==> src/rtl/plru_pkg.sv <==
package plru_pkg;

   // Heap numbering of the tree: node n has children 2n+1 (dir 0) and 2n+2 (dir 1).
   function automatic int plru_child(input int node, input logic dir);
      return 2 * node + 1 + int'(dir);
   endfunction

   // Number of tree levels for a power-of-two way count.
   function automatic int plru_levels(input int ways);
      int lv;
      lv = 0;
      while ((1 << lv) < ways) lv++;
      return lv;
   endfunction

endpackage

==> src/rtl/plru_next_state.sv <==
module plru_next_state
   import plru_pkg::*;
#(
   parameter int WAYS = 8,
   localparam int TREE_W = WAYS - 1,
   localparam int WAY_W = plru_levels(WAYS),
   localparam int FRZ_W = WAYS / 2 - 1
) (
   input  logic [TREE_W-1:0] cur,
   input  logic [WAY_W-1:0]  way,
   input  logic [FRZ_W-1:0]  frz,
   output logic [TREE_W-1:0] nxt
);

   logic [TREE_W-1:0] frz_full;
   assign frz_full = TREE_W'(frz);

   // Walk from the root along the accessed way, pointing each node away from it.
   always_comb begin
      int   node;
      logic dir;
      nxt  = cur;
      node = 0;
      for (int lv = 0; lv < WAY_W; lv++) begin
         dir = way[WAY_W-1-lv];
         if (!frz_full[node]) nxt[node] = ~dir;
         node = plru_child(node, dir);
      end
   end

endmodule

==> src/rtl/plru_victim_walk.sv <==
module plru_victim_walk
   import plru_pkg::*;
#(
   parameter int WAYS = 8,
   localparam int TREE_W = WAYS - 1,
   localparam int WAY_W = plru_levels(WAYS)
) (
   input  logic [TREE_W-1:0] tree,
   output logic [WAY_W-1:0]  way
);

   // Follow each node's direction bit; the leaf reached is the victim.
   always_comb begin
      int   node;
      logic dir;
      way  = '0;
      node = 0;
      for (int lv = 0; lv < WAY_W; lv++) begin
         dir = tree[node];
         way[WAY_W-1-lv] = dir;
         node = plru_child(node, dir);
      end
   end

endmodule

==> src/rtl/plru_set_bank.sv <==
module plru_set_bank #(
   parameter int SETS = 16,
   parameter int TREE_W = 7,
   localparam int IDX_W = $clog2(SETS)
) (
   input  logic                          clk,
   input  logic                          rst_n,
   input  logic                          wr_en,
   input  logic [IDX_W-1:0]              wr_idx,
   input  logic [TREE_W-1:0]             wr_tree,
   input  logic                          flip_all,
   output logic [SETS-1:0][TREE_W-1:0]   trees
);

   for (genvar s = 0; s < SETS; s++) begin : g_set
      logic hit_me;
      assign hit_me = wr_en && (wr_idx == IDX_W'(s));

      always_ff @(posedge clk or negedge rst_n) begin
         if (!rst_n)        trees[s] <= '0;
         else if (flip_all) trees[s] <= ~trees[s];
         else if (hit_me)   trees[s] <= wr_tree;
      end
   end

endmodule

==> src/rtl/plru_lock_ctrl.sv <==
module plru_lock_ctrl
   import plru_pkg::*;
#(
   parameter int SETS = 16,
   parameter int WAYS = 8,
   localparam int IDX_W = $clog2(SETS),
   localparam int WAY_W = plru_levels(WAYS),
   localparam int TREE_W = WAYS - 1,
   localparam int FRZ_W = WAYS / 2 - 1
) (
   input  logic             clk,
   input  logic             rst_n,
   input  logic             hit_stb,
   input  logic             alloc_stb,
   input  logic [IDX_W-1:0] acc_idx,
   input  logic [WAY_W-1:0] acc_way,
   input  logic [IDX_W-1:0] lookup_idx,
   input  logic [FRZ_W-1:0] freeze_mask,
   input  logic             global_lock,
   input  logic             invert_stb,
   output logic [WAY_W-1:0] victim_way,
   output logic             no_victim
);

   if (WAYS < 4 || (WAYS & (WAYS - 1)) != 0) begin : g_bad_ways
      $error("plru_lock_ctrl: WAYS must be a power of two, at least 4");
   end
   if (SETS < 2) begin : g_bad_sets
      $error("plru_lock_ctrl: SETS must be at least 2");
   end

   logic [SETS-1:0][TREE_W-1:0] trees;
   logic [TREE_W-1:0]           acc_tree;
   logic [TREE_W-1:0]           upd_tree;
   logic [TREE_W-1:0]           look_tree;
   logic [WAY_W-1:0]            walk_way;
   logic                        touch;

   assign touch     = hit_stb | alloc_stb;
   assign acc_tree  = trees[acc_idx];
   assign look_tree = trees[lookup_idx];

   plru_next_state #(.WAYS(WAYS)) upd_i (
      .cur (acc_tree),
      .way (acc_way),
      .frz (freeze_mask),
      .nxt (upd_tree)
   );

   plru_set_bank #(.SETS(SETS), .TREE_W(TREE_W)) bank_i (
      .clk      (clk),
      .rst_n    (rst_n),
      .wr_en    (touch),
      .wr_idx   (acc_idx),
      .wr_tree  (upd_tree),
      .flip_all (invert_stb),
      .trees    (trees)
   );

   plru_victim_walk #(.WAYS(WAYS)) walk_i (
      .tree (look_tree),
      .way  (walk_way)
   );

   assign victim_way = global_lock ? '0 : walk_way;
   assign no_victim  = global_lock;

endmodule

==> config.mk <==
export PLATFORM = sky130hd
export DESIGN_NAME = plru_lock_ctrl
export DESIGN_NICKNAME = d
export VERILOG_FILES = /design/src/rtl/plru_pkg.sv /design/src/rtl/plru_next_state.sv /design/src/rtl/plru_victim_walk.sv /design/src/rtl/plru_set_bank.sv /design/src/rtl/plru_lock_ctrl.sv
export SDC_FILE = /design/constraint.sdc
export NUM_CORES = 1
export LEC_CHECK = 0
export BUFFER_PORTS_ARGS = -buffer_cell sky130_fd_sc_hd__buf_2
export CAP_MARGIN = 40
export CORE_ASPECT_RATIO = 0.9
export CORE_MARGIN = 5
export CORE_UTILIZATION = 65
export DETAILED_ROUTE_END_ITERATION = 8
export PLACE_DENSITY = 0.79
export SYNTH_ARGS = -nofsm -noshare
export SYNTH_HDL_FRONTEND = slang
export SYNTH_SLANG_ARGS = --single-unit
==> constraint.sdc <==
create_clock -name clk -period 6.5 [get_ports clk]
set_input_delay 0.65 -clock clk [delete_from_list [all_inputs] [get_ports clk]]
set_output_delay 0.65 -clock clk [all_outputs]
set_load 0.01 [all_outputs]
==> run_results.csv, run 1 <==
group,metric,value,unit
synthesis,ys_top_cells_by_area,"dfrtp_1 (39%), mux4_2 (14%), o21ai_0 (7.5%)",
global_route,antenna_found_initial,0,
global_route,grt_pass1_vias,6251,
floorplan,die_w,121,µm
worst_setup_path,end_kind,"output pin",
synthesis,syn-num-nets,724,
floorplan,die_y,110,µm
timing,fin_crit_sh,52.7,%
global_route,gr-total-overflow,0,
clock_network,cts_max_level,3,
worst_setup_path,path_cells,"buf_2 > buf_12 > mux4_2 > a22oi_1 > nand3_1 > mux2_2 > a22o_1 > buf_2",
pwr,p_int,0.00134,W
worst_setup_path,critPathBufInv,3,
synthesis,ys.flop_type,"dfrtp_1",
place,port_buffers,23,
global_route,grt_use_total,35.6,%
timing,period_minus_slack,3.43,ns
pwr,p_leak,2.98,nW
place,place_hpwl,14800,µm
clock_network,cts_tree,"yes",
synthesis,yosys.cell_types.count,45,
drt,via_count,6392,
drt,via_per_inst,7.54,
floorplan,initial_core_util,66.4,%
synthesis,synth_edf_count,0,
final_layout,max_flop_register,"bank_i.trees",
timing,worst_pin_slew,0.923,ns
pwr,sw_frac_of_total,34.3,%
clock_network,insertion_delay,0.38,ns
worst_setup_path,worstRegToRegCells,5,
clock_network,holdBufCountCts,0,
worst_setup_path,reg2reg_from,"bank_i.trees[98]$_DFFE_PN0P_",
timing,max_freq,0.292,GHz
final_layout,drive_above_1_share,15.8,%
synthesis,yosysWarnings,0,
clock_network,post_cts_buffers,0,
timing,setup_violations,0,
final_layout,post-route-util,70.7,%
clock_network,clkTransAtPathRegs,0.07,ns
drt,routedWlPerCell,25.8,µm
worst_setup_path,cp_top_family,"multiplexers",
synthesis,syn-instance-count,699,
floorplan,core,10900,µm²
outcome,outcome,"finished clean",
timing,slew-limit-headroom,38.0,%
clock_network,cts-root-buf,"clkbuf_16",
synthesis,synth_seq_cells,112,
timing,slew_viol_final,0,
drt,drc,0,
global_route,grt_pass1_wl,35400,µm
pwr,power_frac_seq,46.3,%
drt,route.antenna.remaining_nets,0,
synthesis,synth_top_area_share,38.9,%
pwr,switchingPower,0.000703,W
flow_run,maxCapViolations,0,
drt,drtPass1Iterations,8,
final_layout,synthToLayoutAreaGrowth,6.40,%
final_layout,largest_reg_flops,112,
worst_setup_path,cp.required,5.85,ns
final_layout,finalNetCount,717,
pwr,ir_drop,0.228,mV
worst_setup_path,cp_data_arrival_time,2.78,ns
clock_network,cts_buffers,9,
worst_setup_path,start_kind,"input pin",
drt,drt_wl_total,21900,µm
pwr,comb_power_share,27.0,%
floorplan,std_cell_rows,36,
synthesis,async_flop_share,100,%
pwr,p_per_area,267,nW/µm²
worst_setup_path,cpPeakStageDelay,0.54,ns
synthesis,syn-mean-instance-area,10.3,µm²
worst_setup_path,reg2reg_slack,3.87,ns
synthesis,yosysSeqAreaShare,38.9,%
worst_setup_path,r2r_end,"bank_i.trees[77]$_DFFE_PN0P_",
global_route,grt_max_degree,76,
floorplan,dieArea,13300,µm²
final_layout,fillers,793,
synthesis,yosys.area.top_type,"dfrtp_1",
final_layout,reg_top3,"bank_i.trees: 112 flops",
drt,drt_first_iter_violations,1007,
worst_setup_path,path_class,"input pin to output pin",
worst_setup_path,cp_max_fo,22,
clock_network,clock-sinks,112,
timing,clock_skew,0.00904,ns
hold_path,holdCritPathClass,"input pin to async pin",
clock_network,postCtsResizedCells,0,
final_layout,diodes,0,
pwr,power.share.clock,26.7,%
floorplan,io_pins,24,
timing,hold_viol,0,
worst_setup_path,crit_top_cell,"buf_2",
synthesis,syn-cell-area,7210,µm²
clock_network,cts_buffer_depth,2,
place,place.gp.congestion,1.04,
timing,rsz0062_at_grt,"no",
worst_setup_path,crit_slowest_cell,"mux4_2",
timing,setup-tns-final,0,ns
power groups by stage:
stage / Clock, W / Sequential (W) / Combinational (W)
floorplan: 0 / 0.000897 / 0.000406
global placement: 0 / 0.000945 / 0.000509
detailed placement: 0 / 0.000951 / 0.000538
CTS: 0.000546 / 0.000940 / 0.000541
global route: 0.000583 / 0.000962 / 0.000593
finish: 0.000546 / 0.000949 / 0.000553
per-layer routing:
metal  share of wire, %  up-vias  track usage [%]  wire length [µm]
met1                 37     3079             47.1              8130
met3                 13      103             13.1              2930
met2                 45      504             53.7              9800
met5                  0        -                0                 0
li1                   -     2706                -                 -
met4                4.8        0             14.8              1050
kinds of logic after synthesis:
| family | after synthesis | synth area share [%] |
|---|---|---|
| buffers and inverters | 66 | 4.32 |
| muxes | 84 | 23.4 |
| AOI/OAI and AO/OA | 246 | 21.1 |
| and+or+nand+nor | 186 | 11.4 |
| adders and majority gates | 5 | 0.868 |
| DFF | 112 | 38.9 |
area by class of cell:
class,count,area (µm²),area share (%)
timing repair buffer,40,275,3.59
inverter,8,30.0,0.391
multi-input combinational,521,4100,53.4
clock inverter,5,38.8,0.506
clock buffer,10,239,3.11
tap,152,190,2.48
sequential,112,2800,36.5
layout by cell type, fill, tap and decap left out, types with 10 or more instances in the layout:
cell / netlist / routed
nand2_1: 29 / 29
a311o_1: 14 / 14
nor3_1: 30 / 30
buf_2: 8 / 28
nand3_1: 25 / 25
mux4_1: 16 / 16
dfrtp_1: 112 / 112
o22ai_1: 49 / 49
mux4_2: 46 / 46
mux2i_1: 17 / 17
o31ai_1: 10 / 10
o21ai_0: 108 / 108
o21a_1: 15 / 15
nor2_1: 81 / 81
a21oi_1: 19 / 19
cells in the mapped netlist (4+ instances only):
| cell | count |
|---|---|
| nand3_1 | 25 |
| mux2i_1 | 17 |
| buf_2 | 8 |
| o211ai_1 | 4 |
| nand2b_1 | 6 |
| o31ai_1 | 10 |
| o21ai_1 | 4 |
| buf_1 | 5 |
| o21ai_0 | 108 |
| nor2_1 | 81 |
| mux4_2 | 46 |
| ha_1 | 5 |
| nor3_1 | 30 |
| dfrtp_1 | 112 |
| a311o_1 | 14 |
| o21a_1 | 15 |
| o221ai_1 | 8 |
| mux4_1 | 16 |
| inv_1 | 8 |
| clkbuf_1 | 39 |
| nand2_1 | 29 |
| a22oi_1 | 6 |
| nor2b_1 | 8 |
| a21oi_1 | 19 |
| o22ai_1 | 49 |
how the worst max path moves through the flow:
stage	from	endpoint	slack, ns	cells past startpoint
floorplan	lookup_idx[0]	victim_way[0]	3.34	7
global placement	lookup_idx[0]	victim_way[0]	2.82	7
detailed placement	acc_idx[0]	bank_i.trees[35]$_DFFE_PN0P_	3.06	7
CTS	lookup_idx[0]	victim_way[0]	3.08	8
global route	lookup_idx[0]	victim_way[0]	2.97	8
finish	lookup_idx[0]	victim_way[0]	3.07	8
metrics by stage:
| step | power [W] | hold WS (ns) | setup WS [ns] | area, µm² | std cells |
|---|---|---|---|---|---|
| 2_1_floorplan | 0.00130 | 0.354 | 3.34 | 7210 | 699 |
| 3_3_place_gp | 0.00145 | 0.477 | 2.82 | 7300 | 824 |
| 3_5_place_dp | 0.00149 | 0.487 | 3.06 | 7390 | 833 |
| 4_1_cts | 0.00203 | 0.323 | 3.08 | 7670 | 848 |
| 5_1_grt | 0.00214 | 0.334 | 2.97 | 7670 | 848 |
| 6_report | 0.00205 | 0.276 | 3.07 | 7670 | 848 |
Power figures use the tool's default switching activity.
==> run 2, diff against run 1 <==
--- a/config.mk
+++ b/config.mk
@@ -9,9 +9,9 @@
 export CAP_MARGIN = 40
 export CORE_ASPECT_RATIO = 0.9
 export CORE_MARGIN = 5
-export CORE_UTILIZATION = 65
+export CORE_UTILIZATION = 63
 export DETAILED_ROUTE_END_ITERATION = 8
-export PLACE_DENSITY = 0.79
+export PLACE_DENSITY = 0.77
 export SYNTH_ARGS = -nofsm -noshare
 export SYNTH_HDL_FRONTEND = slang
 export SYNTH_SLANG_ARGS = --single-unit
==> constraint.sdc (replaced) <==
create_clock -name clk -period 3.5 [get_ports clk]
set_input_delay 0.35 -clock clk [delete_from_list [all_inputs] [get_ports clk]]
set_output_delay 0.35 -clock clk [all_outputs]
set_load 0.01 [all_outputs]
==> run_results.csv, run 2 (synthesized netlist as in run 1, its figures left out) <==
group,metric,value,unit
outcome,outcome,"finished clean",
worst_setup_path,cpPeakStageDelay,0.71,ns
worst_setup_path,end_kind,"register",
global_route,antenna_found_initial,1,
timing,setup-tns-final,0,ns
drt,wl_met2,10000,µm
floorplan,std_cell_rows,37,
final_layout,reg_top3,"bank_i.trees: 112 flops",
floorplan,initial_core_util,63.6,%
clock_network,cts-root-buf,"clkbuf_16",
place,place_hpwl,14500,µm
worst_setup_path,path_class,"input pin to register",
timing,fin_crit_sh,79.6,%
worst_setup_path,cp_max_fo,28,
place,place.gp.congestion,0.965,
worst_setup_path,r2r_end,"bank_i.trees[28]$_DFFE_PN0P_",
place,port_buffers,23,
worst_setup_path,critPathLaunch,"acc_idx[0]",
flow_run,maxCapViolations,0,
drt,routedWlPerCell,25.1,µm
hold_path,holdCritPathClass,"register to register",
place,dp_slack,0.374,ns
drt,wl_met3,2480,µm
timing,setup_violations,0,
final_layout,largest_reg_flops,112,
clock_network,cts_buffers,9,
final_layout,synthToLayoutAreaGrowth,8.10,%
drt,wl_met1,8130,µm
worst_setup_path,reg2reg_slack,1.08,ns
clock_network,insertion_delay,0.37,ns
timing,worst_pin_slew,0.972,ns
timing,slew_viol_final,0,
clock_network,clock-sinks,112,
worst_setup_path,start_kind,"input pin",
timing,slew-limit-headroom,35.1,%
drt,route.antenna.remaining_nets,0,
clock_network,cts_max_level,3,
drt,drtPass1Iterations,6,
timing,final.setup.worst_slack,0.715,ns
drt,drt_first_iter_violations,832,
drt,top_layer_used,"met5",
drt,via_count,6390,
clock_network,post_cts_buffers,0,
drt,drt_wl_total,21500,µm
global_route,gr-total-overflow,0,
global_route,grt_use_total,32.9,%
timing,hold_viol,0,
floorplan,io_pins,24,
final_layout,drive_above_1_share,16.3,%
worst_setup_path,worstRegToRegCells,5,
worst_setup_path,path_cells,"buf_2 > mux4_1 > mux4_2 > nand2_1 > a311o_1 > o21ai_0",
worst_setup_path,crit_slowest_cell,"mux4_1",
timing,period_minus_slack,2.78,ns
pwr,p_leak,3.03,nW
floorplan,core,11300,µm²
clock_network,cts_tree,"yes",
final_layout,post-route-util,68.7,%
clock_network,clkTransAtPathRegs,0.08,ns
floorplan,dieArea,13700,µm²
final_layout,layout_common_cells,"dfrtp_1 (112), o21ai_0 (108), nor2_1 (81)",
pwr,p_per_area,506,nW/µm²
drt,drc,0,
global_route,grt_max_degree,83,
worst_setup_path,cp.required,3.75,ns
worst_setup_path,reg2reg_from,"bank_i.trees[63]$_DFFE_PN0P_",
global_route,grt_pass1_vias,6000,
final_layout,fillers,856,
floorplan,die_w,123,µm
final_layout,finalNetCount,721,
clock_network,cts_buffer_depth,2,
floorplan,die_y,111,µm
final_layout,diodes,0,
drt,via_per_inst,7.46,
worst_setup_path,cp_data_arrival_time,3.03,ns
final_layout,max_flop_register,"bank_i.trees",
final_layout,final_common_cell,"dfrtp_1",
global_route,grt_pass1_wl,34300,µm
timing,max_freq,0.359,GHz
timing,rsz0062_at_grt,"no",
pwr,ir_drop,0.371,mV
timing,clock_skew,0.0134,ns
worst_setup_path,crit_end,"bank_i.trees[28]$_DFFE_PN0P_",
[run 2: changes by cell type in the layout (fill, tap and decap cells not counted), sizes merged]
cell and delta:
buf +3, bufinv +2, clkinv -1, dlygate4sd3 +1
[run 2: stage by stage]
step	total power (W)	hold slack, ns	std cells	cell area, µm²
after global routing	0.00411	0.512	857	7790
final	0.00394	0.494	857	7790
after floorplan	0.00242	0.0544	699	7210
after detailed placement	0.00274	0.383	840	7450
after global placement	0.00268	0.462	839	7420
after CTS	0.00391	0.490	857	7790
[run 2: how the worst min path moves through the flow]
stage / from / endpoint / slack (ns) / cells past startpoint
floorplan: rst_n / bank_i.trees[0]$_DFFE_PN0P_ / 0.05 / 0
global placement: bank_i.trees[7]$_DFFE_PN0P_ / bank_i.trees[7]$_DFFE_PN0P_ / 0.46 / 1
detailed placement: rst_n / bank_i.trees[0]$_DFFE_PN0P_ / 0.38 / 2
CTS: bank_i.trees[7]$_DFFE_PN0P_ / bank_i.trees[7]$_DFFE_PN0P_ / 0.49 / 1
global route: bank_i.trees[0]$_DFFE_PN0P_ / bank_i.trees[0]$_DFFE_PN0P_ / 0.51 / 1
finish: bank_i.trees[7]$_DFFE_PN0P_ / bank_i.trees[7]$_DFFE_PN0P_ / 0.49 / 1
[run 2: worst max-delay path: cells and delay by family]
family	cells	cell delay [ns]
AO/OA/AOI/OAI	2	0.36
multiplexers	2	1.19
AND/OR/NAND/NOR	1	0.47
buffers and inverters	1	0.65
[run 2: where the power goes]
group / total [W] / switching, W / internal [W]
logic: 0.00100 / 0.000517 / 0.000487
registers: 0.00175 / 0.000247 / 0.00151
clock network: 0.00118 / 0.000525 / 0.000658
[run 2: repair_timing]
item,in CTS,in global routing
endpoints found under the hold margin,29,0
resized for setup,0,0
hold buffers,1,0
[run 2: layout make-up]
class | count | area (µm²) | share of cell area [%]
clock inverters | 6 | 96.3 | 1.24
repair buffers | 44 | 335 | 4.30
flip-flops and latches | 112 | 2800 | 36.0
clock buffers | 10 | 239 | 3.07
inverters | 8 | 30.0 | 0.385
well taps | 156 | 195 | 2.50
multi-input cells | 521 | 4100 | 52.6
[run 2: routing by layer]
layer  track usage [%]  up-vias
li1                  -     2716
met1              46.4     3138
met2              48.7      459
met3              8.99       75
met4              12.7        2
met5                 0        -
